===== config.mk =====
export PLATFORM = sky130hd
export DESIGN_NAME = adc_scan_seq
export DESIGN_NICKNAME = d
export VERILOG_FILES = /design/src/rtl/scan_pkg.sv /design/src/rtl/scan_mask_reg.sv /design/src/rtl/scan_next_pick.sv /design/src/rtl/scan_ctrl.sv /design/src/rtl/adc_scan_seq.sv
export SDC_FILE = /design/constraint.sdc
export NUM_CORES = 1
export LEC_CHECK = 0
export BUFFER_PORTS_ARGS = -buffer_cell sky130_fd_sc_hd__buf_2
export CORE_AREA = 2 2 75 84
export DETAILED_ROUTE_END_ITERATION = 16
export DIE_AREA = 0 0 77 86
export PLACE_DENSITY = 0.8
export SETUP_SLACK_MARGIN = 0.05
export SYNTH_ARGS = -nofsm -noshare
export SYNTH_HDL_FRONTEND = slang
export SYNTH_HIERARCHICAL = 1
export SYNTH_SLANG_ARGS = --single-unit

===== constraint.sdc =====
create_clock -name clk -period 6 [get_ports clk]
set_clock_uncertainty 0.1 [all_clocks]
set_input_delay 0.9 -clock clk [delete_from_list [all_inputs] [get_ports clk]]
set_output_delay 0.9 -clock clk [all_outputs]
set_load 0.05 [all_outputs]

===== src/rtl/scan_pkg.sv =====
package scan_pkg;
  typedef enum logic [1:0] {
    ST_IDLE  = 2'd0,
    ST_ISSUE = 2'd1,
    ST_WAIT  = 2'd2
  } scan_state_e;
endpackage


===== src/rtl/scan_mask_reg.sv =====
module scan_mask_reg #(
  parameter int NCH = 32
) (
  input  logic           clk,
  input  logic           rst_n,
  input  logic           wr_en,
  input  logic           wr_lock,
  input  logic [NCH-1:0] wr_data,
  output logic [NCH-1:0] mask
);
  always_ff @(posedge clk) begin
    if (!rst_n)
      mask <= '0;
    else if (wr_en && !wr_lock)
      mask <= wr_data;
  end
endmodule


===== src/rtl/scan_next_pick.sv =====
module scan_next_pick #(
  parameter int NCH = 32,
  localparam int SW = $clog2(NCH)
) (
  input  logic [NCH-1:0] mask,
  input  logic [SW-1:0]  cur,
  input  logic           from_bottom,
  output logic           found,
  output logic [SW-1:0]  idx
);
  logic [NCH-1:0] elig;

  // keep only positions strictly above the current one (or all, from bottom)
  for (genvar g = 0; g < NCH; g++) begin : g_elig
    assign elig[g] = mask[g] & (from_bottom | (SW'(g) > cur));
  end

  // priority encoder: lowest eligible bit wins
  always_comb begin
    found = 1'b0;
    idx   = '0;
    for (int i = NCH - 1; i >= 0; i--) begin
      if (elig[i]) begin
        found = 1'b1;
        idx   = SW'(i);
      end
    end
  end
endmodule


===== src/rtl/scan_ctrl.sv =====
module scan_ctrl
  import scan_pkg::*;
#(
  parameter int NCH = 32,
  localparam int SW = $clog2(NCH)
) (
  input  logic          clk,
  input  logic          rst_n,
  input  logic          trigger,
  input  logic          conv_done,
  input  logic          found,
  input  logic [SW-1:0] idx,
  output logic          from_bottom,
  output logic [SW-1:0] sel,
  output logic          conv_start,
  output logic          busy,
  output logic          seq_done
);
  scan_state_e state;

  always_ff @(posedge clk) begin
    if (!rst_n) begin
      state    <= ST_IDLE;
      sel      <= '0;
      seq_done <= 1'b0;
    end else begin
      seq_done <= 1'b0;
      unique case (state)
        ST_IDLE: begin
          if (trigger && found) begin
            sel   <= idx;
            state <= ST_ISSUE;
          end
        end
        ST_ISSUE: state <= ST_WAIT;
        ST_WAIT: begin
          if (conv_done) begin
            if (found) begin
              sel   <= idx;
              state <= ST_ISSUE;
            end else begin
              state    <= ST_IDLE;
              seq_done <= 1'b1;
            end
          end
        end
        default: state <= ST_IDLE;
      endcase
    end
  end

  assign from_bottom = (state == ST_IDLE);
  assign conv_start  = (state == ST_ISSUE);
  assign busy        = (state != ST_IDLE);
endmodule


===== src/rtl/adc_scan_seq.sv =====
module adc_scan_seq #(
  parameter int NCH = 32,
  localparam int SW = $clog2(NCH)
) (
  input  logic           clk,
  input  logic           rst_n,
  input  logic           reg_wr_en,
  input  logic           reg_wr_lock,
  input  logic [NCH-1:0] reg_wr_data,
  output logic [NCH-1:0] reg_rd_data,
  input  logic           trigger,
  input  logic           conv_done,
  output logic [SW-1:0]  mux_sel,
  output logic           conv_start,
  output logic           busy,
  output logic           seq_done
);
  logic [NCH-1:0] mask;
  logic           found;
  logic [SW-1:0]  idx;
  logic           from_bottom;

  scan_mask_reg #(.NCH(NCH)) u_mask (
    .clk     (clk),
    .rst_n   (rst_n),
    .wr_en   (reg_wr_en),
    .wr_lock (reg_wr_lock),
    .wr_data (reg_wr_data),
    .mask    (mask)
  );

  scan_next_pick #(.NCH(NCH)) u_pick (
    .mask        (mask),
    .cur         (mux_sel),
    .from_bottom (from_bottom),
    .found       (found),
    .idx         (idx)
  );

  scan_ctrl #(.NCH(NCH)) u_ctrl (
    .clk         (clk),
    .rst_n       (rst_n),
    .trigger     (trigger),
    .conv_done   (conv_done),
    .found       (found),
    .idx         (idx),
    .from_bottom (from_bottom),
    .sel         (mux_sel),
    .conv_start  (conv_start),
    .busy        (busy),
    .seq_done    (seq_done)
  );

  assign reg_rd_data = mask;
endmodule


==> summary.md, run 1 <==
| Metric | Value |
|---|---|
| Outcome | finished, final reports clean |
| Final setup fails | 0 |
| Placed cells | a little under 500 |
| Post-Syn Nets | between 300 and 400 |
| Initial Utilization | between 40% and 50% |
| F_max | roughly 0.35 GHz |
| Measured slew at the worst slew-check pin | between 1000 and 1500 ps |
| Core box area | roughly 5700 um^2 |
| Crit. End Element | flop |
| Ys flop type | dfxtp_1 |
| CTS buffer count | 5 |
| Delay-heaviest family, CP | simple AND/OR/NAND/NOR gates |
| Layout net count | 449 |
| Layout Area Growth over Synthesis | 13.8% |
| Hold Path Cell Cnt | 2 |
| Max VDD drop | between 0.1 and 0.15 mV |
| Number of global-route vias before repair | around 2400 |
| Area of the mapped netlist | 2780 um^2 |
| Hold_sp | u_mask/mask[10] |
| Worst-Skew Late Latency | roughly 290 ps |
| CTS Hold Buffers Added | 0 |
| Worst setup path category | reg -> reg |
| Yosys warns | 6 |
| Critical Path RT | between 6000 and 7000 ps |
| DPL Wire Length | between 4000 and 5000 um |
| Worst-path cell chain | nand2_1 > o211a_1 > nor2_1 > nand3_1 > nor2_1 > nand4b_1 > nor3b_4 > and2_2 |
| RSZ-0062 raised after global routing | no |
| Fin. max-slew vios | 0 |
| Setup_tns | 0 ps |
| Die H | around 86 um |
| Post-CTS setup buffers | 0 |
| Leakage | about 0.0014 uW |
| Layout cells sized above 1 | 24.5% |
| Slowest CP cell | dfxtp_1 |
| Post-synth ARST share | 0% |
| Vias/cell | between 5 and 6 |
| Buffers on Ports | 77 |
| Power per cell area | around 250 nW/um^2 |
| Initial antenna violation count | 0 |
| Io pins | 78 |
| Post-Route WL | 6920 um |
| Initial DRT Pass Iterations | 5 |
| Fin cells | 489 |
| H-tree Lvls | 2 |
| Final period util | a little under half |
| Final hold viol count | 0 |
| Routed len/inst | approximately 14 um |
| Cell mode on critical path | nor2_1 |
| Max Cap Violations | 0 |
| Reg2Reg Setup Slack | about 3200 ps |
| Internal power | approximately 470 uW |
| Worst EP arrival | 2930 ps |
| CP max stage delay | slightly below 900 ps |
| First-pass GRT wire length | 11200 um |
| Die ar. | ~6600 um^2 |
| Worst-path clk slew | ~80 ps |
| Sequential element share of the synthesized area | roughly 29% |
| Antenna viol nets, final | 0 |
| Cell taking the most area after synthesis | dfxtp_1 |
| Bufs on Longest Clock Path | 2 |
| CTS tree | yes |
| Reg2reg end | u_ctrl/state[0] |
| Overflow after GRT | 0 |
| Antenna cell count | 0 |
| Hold Path End | u_mask/mask[10] |
| WP buf/inv | 0 |
| Clock share of power | between 20% and 30% |
| CTS resizes | 0 |
| Ranking of synthesized cells by area | dfxtp_1 29%, mux2i_1 14%, nand2_1 12% |
| Final core utilization | between 50% and 60% |
| Number of enable flip-flop cells after synthesis | 0 |
| Detailed Route Iter0 Violations | 232 |
| Count of cell types in the netlist | between 50 and 60 |
| Type of origin of the critical path | flop |
| Vias | 2748 |
| DRC | 0 |
| RD Place Congestion | a little under 1 |
| Sequential power share | between 40% and 50% |
| Root buffer cell | clkbuf_8 |
| Flops & latches, synth | 40 |
| FF-to-FF path depth | 8 |
| Row count | 29 |
| Synth top area share | approximately 29% |
| Max-slew headroom | a little over a fifth |
| Total track usage | 20.4% |
| Comb power frac | a little over a third |
| Crit Path Max Fanout | 24 |
| Post-Syn Instances | around 350 |
| Largest net degree at the start of global routing | 78 |
| Number of clock sinks | 40 |
| Final min period | ~2800 ps |
| P_sw | around 300 uW |
| Critical register-to-register path startpoint | u_ctrl/sel[2] |
| Syn avg cell area | about 8 um^2 |
| Filler cells | approximately 570 |
| Hold Path Class | reg -> reg |
| Width of the die | just under 80 um |
| Switching share of power | 39.1% |
-- through the flow --
stage	total power, uW	instance area [um^2]	worst slack, ps	hold slack [ps]
global placement	591	3070	3300	362
finish	779	3160	3160	375
global route	818	3160	2840	405
floorplan	543	2780	3490	463
detailed placement	596	3070	3230	368
CTS	780	3160	3230	379
-- cell families (layout without fill, tap and decap cells) --
kind of cell,after synthesis,count (layout),share of synthesized area [%]
mux,38,38,13.7
buf+inv,28,92,7.89
flops,40,40,28.8
simple gates,148,148,26.7
compound gates,94,94,22.8
-- cells in the final DEF (no fill, tap or decap), types with 2 or more instances in the layout --
cell type	count
o211ai_1	2
a21boi_0	3
nand3b_1	2
nand2_1	87
o22ai_1	5
clkbuf_8	6
o2111ai_1	2
clkbuf_1	2
dfxtp_1	40
o22a_1	2
mux2i_1	38
a21o_1	7
o221ai_1	2
a22oi_1	2
nor2b_1	5
o21ai_0	15
a21oi_1	20
buf_2	77
nand4b_1	3
o21a_1	8
nor3_1	4
nand3_1	6
nor2_1	15
or3b_1	3
nand2b_1	5
or2_2	4
a221o_1	2
a31oi_1	5
o211a_1	2
o31ai_1	2
o21ai_1	5
inv_1	6
-- worst register-to-register path, cell delays in order, from the launching register on --
cell and delay [ps]:
dfxtp_1 890, nand2_1 330, o211a_1 340, nor2_1 150, nand3_1 160, nor2_1 170
nand4b_1 160, nor3b_4 230, and2_2 200
-- area by class of cell --
cell class | count | area, um^2 | area share (%)
tap | 77 | 96.3 | 3.05
sequential | 40 | 801 | 25.3
inverter | 6 | 22.5 | 0.713
clock buffer | 8 | 90.1 | 2.85
timing repair buffer | 78 | 393 | 12.4
multi-input combinational | 280 | 1760 | 55.6
-- per-layer routing --
layer,vias up,track usage [%],share of wire (%)
met1,1269,26.2,44
met2,97,34.6,47
met5,-,0,0
met4,0,7.31,2.2
met3,12,3.68,6.2
li1,1370,-,-
-- flip-flops by register name, summed over array words and instances, names as in the netlist --
| name | flops |
|---|---|
| u_ctrl/sel | 5 |
| u_ctrl/seq_done | 1 |
| u_ctrl/state | 2 |
| u_mask/mask | 32 |
-- power groups by stage --
| stage | Sequential, uW | Clock [uW] | Combinational [uW] |
|---|---|---|---|
| global placement | 328 | 0 | 263 |
| detailed placement | 329 | 0 | 267 |
| floorplan | 360 | 0 | 183 |
| CTS | 323 | 189 | 269 |
| finish | 324 | 184 | 271 |
| global route | 328 | 197 | 293 |
-- how the worst max path moves through the flow --
stage / endpoint / depth (start not counted) / slack [ps] / startpoint
after global placement: u_ctrl/state[0] / 8 / 3300 / u_ctrl/sel[2]
after CTS: u_ctrl/state[0] / 8 / 3230 / u_ctrl/sel[2]
after floorplan: u_ctrl/sel[0] / 9 / 3490 / u_ctrl/sel[1]
after global routing: u_ctrl/state[0] / 8 / 2840 / u_ctrl/sel[2]
after detailed placement: u_ctrl/state[0] / 8 / 3230 / u_ctrl/sel[2]
final: u_ctrl/state[0] / 8 / 3160 / u_ctrl/sel[2]
-- synth_stat cells, drive strengths merged (3+ instances only) --
master  number
inv          6
nor3         5
or3b         3
nand3        6
nand2       87
buf         20
nor2b        6
or2          4
a31oi        5
dfxtp       40
o22ai        5
a21oi       21
a21boi       3
nor2        15
a21o         7
o21ai       20
nand2b       6
nor3b        3
mux2i       38
o21a         8
nand4b       3
nand3b       3
Power figures use the tool's default switching activity.
==> run 2: changes to the inputs <==
--- a/config.mk
+++ b/config.mk
@@ -5,11 +5,12 @@
 export SDC_FILE = /design/constraint.sdc
 export NUM_CORES = 1
 export LEC_CHECK = 0
+export ABC_AREA = 1
 export BUFFER_PORTS_ARGS = -buffer_cell sky130_fd_sc_hd__buf_2
-export CORE_AREA = 2 2 75 84
+export CORE_AREA = 2 2 73 82
 export DETAILED_ROUTE_END_ITERATION = 16
-export DIE_AREA = 0 0 77 86
-export PLACE_DENSITY = 0.8
+export DIE_AREA = 0 0 75 84
+export PLACE_DENSITY = 0.81
 export SETUP_SLACK_MARGIN = 0.05
 export SYNTH_ARGS = -nofsm -noshare
 export SYNTH_HDL_FRONTEND = slang
==> constraint.sdc (replaced) <==
create_clock -name clk -period 2.8 [get_ports clk]
set_clock_uncertainty 0.1 [all_clocks]
set_input_delay 0.42 -clock clk [delete_from_list [all_inputs] [get_ports clk]]
set_output_delay 0.42 -clock clk [all_outputs]
set_load 0.05 [all_outputs]
==> run 2 against run 1 <==
Against the previous run: routed wire length rose by 6.3%; utilization is 3.8 points higher; clock power increased by 130%; largest power group unchanged; largest cell class unchanged; synthesized area is 4.6% lower; clock-buffer cell count fell by 1; total power up 130%; combinational power is 150% higher; highest routed layer unchanged; cell area grew 3.6%.
==> summary.md, run 2 <==
| Metric | Value |
|---|---|
| Initial DRT Pass Iterations | 5 |
| Number of clock sinks | 40 |
| Max FFs per register | 32 |
| Cell with the most instances after synthesis | nand2_1 |
| Synth Area in Compound Gates | between 10 and 15% |
| Die H | 84 um |
| Leakage | ~0.0019 uW |
| Largest family of logic cells by synthesized area | simple AND/OR/NAND/NOR gates |
| Hold Path Class | in -> reg |
| RSZ-0062 raised after global routing | yes |
| Core box area | about 5600 um^2 |
| Detailed Route Iter0 Violations | between 200 and 250 |
| Number of enable flip-flop cells after synthesis | 0 |
| Final period util | a little over nine tenths |
| Synth top area share | 30.2% |
| Vias | 2926 |
| Cell taking the most area after synthesis | dfxtp_1 |
| Worst setup path category | reg -> reg |
| Post-Route WL | about 7400 um |
| Number of global-route vias before repair | 2627 |
| Largest net degree at the start of global routing | 40 |
| XOR/XNOR Fraction of Synth Area | 0% |
| Routed len/inst | around 12 um |
| Root buffer cell | clkbuf_8 |
| Io pins | 78 |
| Power per cell area | ~540 nW/um^2 |
| Fin. max-slew vios | 0 |
| Ys flop type | dfxtp_1 |
| Fin cells | between 500 and 600 |
| Filler cells | 554 |
| Layout Area Growth over Synthesis | 23.6% |
| CTS buffer count | 5 |
| CTS tree | yes |
| Placed cells | ~580 |
| Width of the die | ~75 um |
| Count of cell types in the netlist | 32 |
| Buffers on Ports | 77 |
| Post-synthesis simple-gate area fraction | around 44% |
| Worst-Skew Late Latency | 290 ps |
| Syn avg cell area | between 6 and 7 um^2 |
| Crit. End Element | flop |
| Antenna cell count | 0 |
| Initial antenna violation count | 0 |
| Antenna viol nets, final | 0 |
| Post-Syn Nets | approximately 480 |
| DRC | 0 |
| Multi-input logic area | roughly 1500 um^2 |
| Crit Path Max Fanout | 5 |
| Sequential element share of the synthesized area | a little under a third |
| Max Cap Violations | 0 |
| DPL Wire Length | around 5300 um |
| Max-slew headroom | 37.2% |
| Measured slew at the worst slew-check pin | approximately 940 ps |
| Largest regs | u_mask/mask (32), u_ctrl/sel (5), u_ctrl/state (2) |
| Top cells by count, synth | 101 x nand2_1, 95 x nor2_1, 63 x inv_1 |
| Commonest non-fill, non-tap cells in the layout | 100 x nand2_1, 94 x nor2_1, 77 x buf_2, 63 x inv_1, 47 x nand3_1 |
| Overflow after GRT | 0 |
| First-pass GRT wire length | roughly 12000 um |
| F_max | between 0.3 and 0.4 GHz |
| Critical Path RT | just under 3000 ps |
| Final setup fails | 0 |
| Final setup margin | ~80 ps |
| Total track usage | a little under a quarter |
| Reg2Reg Setup Slack | 80 ps |
| Type of origin of the critical path | flop |
| RD Place Congestion | around 1 |
| Slowest CP cell | dfxtp_2 |
| Layout net count | about 550 |
| Post-synth ARST share | 0% |
| Outcome | finished, final reports clean |
| Flops & latches, synth | 40 |
| Initial Utilization | around 48% |
| FF+latch area | just over 800 um^2 |
| Cell mode on critical path | nand2_1 |
| Worst EP arrival | 2850 ps |
| Worst-path clk slew | 80 ps |
| Post-Syn Instances | roughly 440 |
| Vias/cell | 4.93 |
| Bufs on Longest Clock Path | 2 |
| Max VDD drop | about 0.26 mV |
| CP max stage delay | 350 ps |
| Most common cell after layout, fill and taps aside | nand2_1 |
| Final hold viol count | 0 |
| Yosys warns | 6 |
| Place WS | between 100 and 150 ps |
| Final min period | approximately 2700 ps |
| Top reg by flops | u_mask/mask |
| Die ar. | roughly 6300 um^2 |
| H-tree Lvls | 2 |
| Row count | 29 |
| Mux contribution to synthesized area | 0% |
| Layout cells sized above 1 | a little over a quarter |
| Post-Synth Adder-Cell Area | 0% |
| Ranking of synthesized cells by area | dfxtp_1 30%, nand2_1 14%, nor2_1 13% |
| Area of the mapped netlist | 2650 um^2 |
run 2: area by class of cell:
cell class | count | area share, %
repair buffers | 92 | 16.1
multi-input cells | 307 | 44.9
inverters | 70 | 8.41
well taps | 77 | 2.94
clock buffers | 7 | 2.94
flip-flops and latches | 40 | 24.7
run 2: path summary, 6_finish.rpt:
check | startpoint | to | cells after the start
worst min-delay path | conv_done | u_ctrl/seq_done | 3
worst max register to register | u_ctrl/state[0] | u_ctrl/sel[0] | 28
worst max-delay path | u_ctrl/state[0] | u_ctrl/sel[0] | 28
worst min register to register | u_mask/mask[2] | u_mask/mask[2] | 2
run 2: logic make-up (layout without fill, tap and decap cells):
group           after synthesis  count (layout)
simple gates                266             266
compound gates               41              41
buf+inv                      90             169
flops                        40              40
run 2: worst max-delay path, delay by kind of cell, from the launching register on:
kind | cells | cell delay [ps]
and+or+nand+nor | 22 | 1420
buffers and inverters | 4 | 480
DFF | 1 | 350
AOI/OAI and AO/OA | 2 | 310
run 2: power by group:
group | internal, uW | switching (uW)
clock | 219 | 196
sequential | 613 | 56.8
combinational | 211 | 458
total | 1040 | 711
run 2: metrics by stage:
stage               util [%]  power, uW  setup TNS, ps  hold slack (ps)  area (um^2)
finish                  58.9       1750              0              284         3270
global route            58.9       1850           -177              302         3270
CTS                     56.6       1720              0              277         3140
detailed placement      54.9       1310              0              396         3050
global placement        54.9       1300              0              394         3050
floorplan                  -       1160              0              384         2650
run 2: repair_timing:
item | in CTS | in global routing
resized for setup | 0 | 17
buffers inserted | 0 | 6
hold buffers | 0 | 0
setup endpoints to repair | 0 | 5
run 2: metal layers:
| layer | routed length (um) | share of wire [%] | up-vias | global-route usage [%] |
|---|---|---|---|---|
| met3 | 471 | 6.4 | 17 | 3.50 |
| met1 | 3140 | 43 | 1290 | 31.3 |
| li1 | - | - | 1506 | - |
| met2 | 3610 | 49 | 113 | 37.9 |
| met5 | 0 | 0 | - | 0 |
| met4 | 143 | 1.9 | 0 | 8.93 |
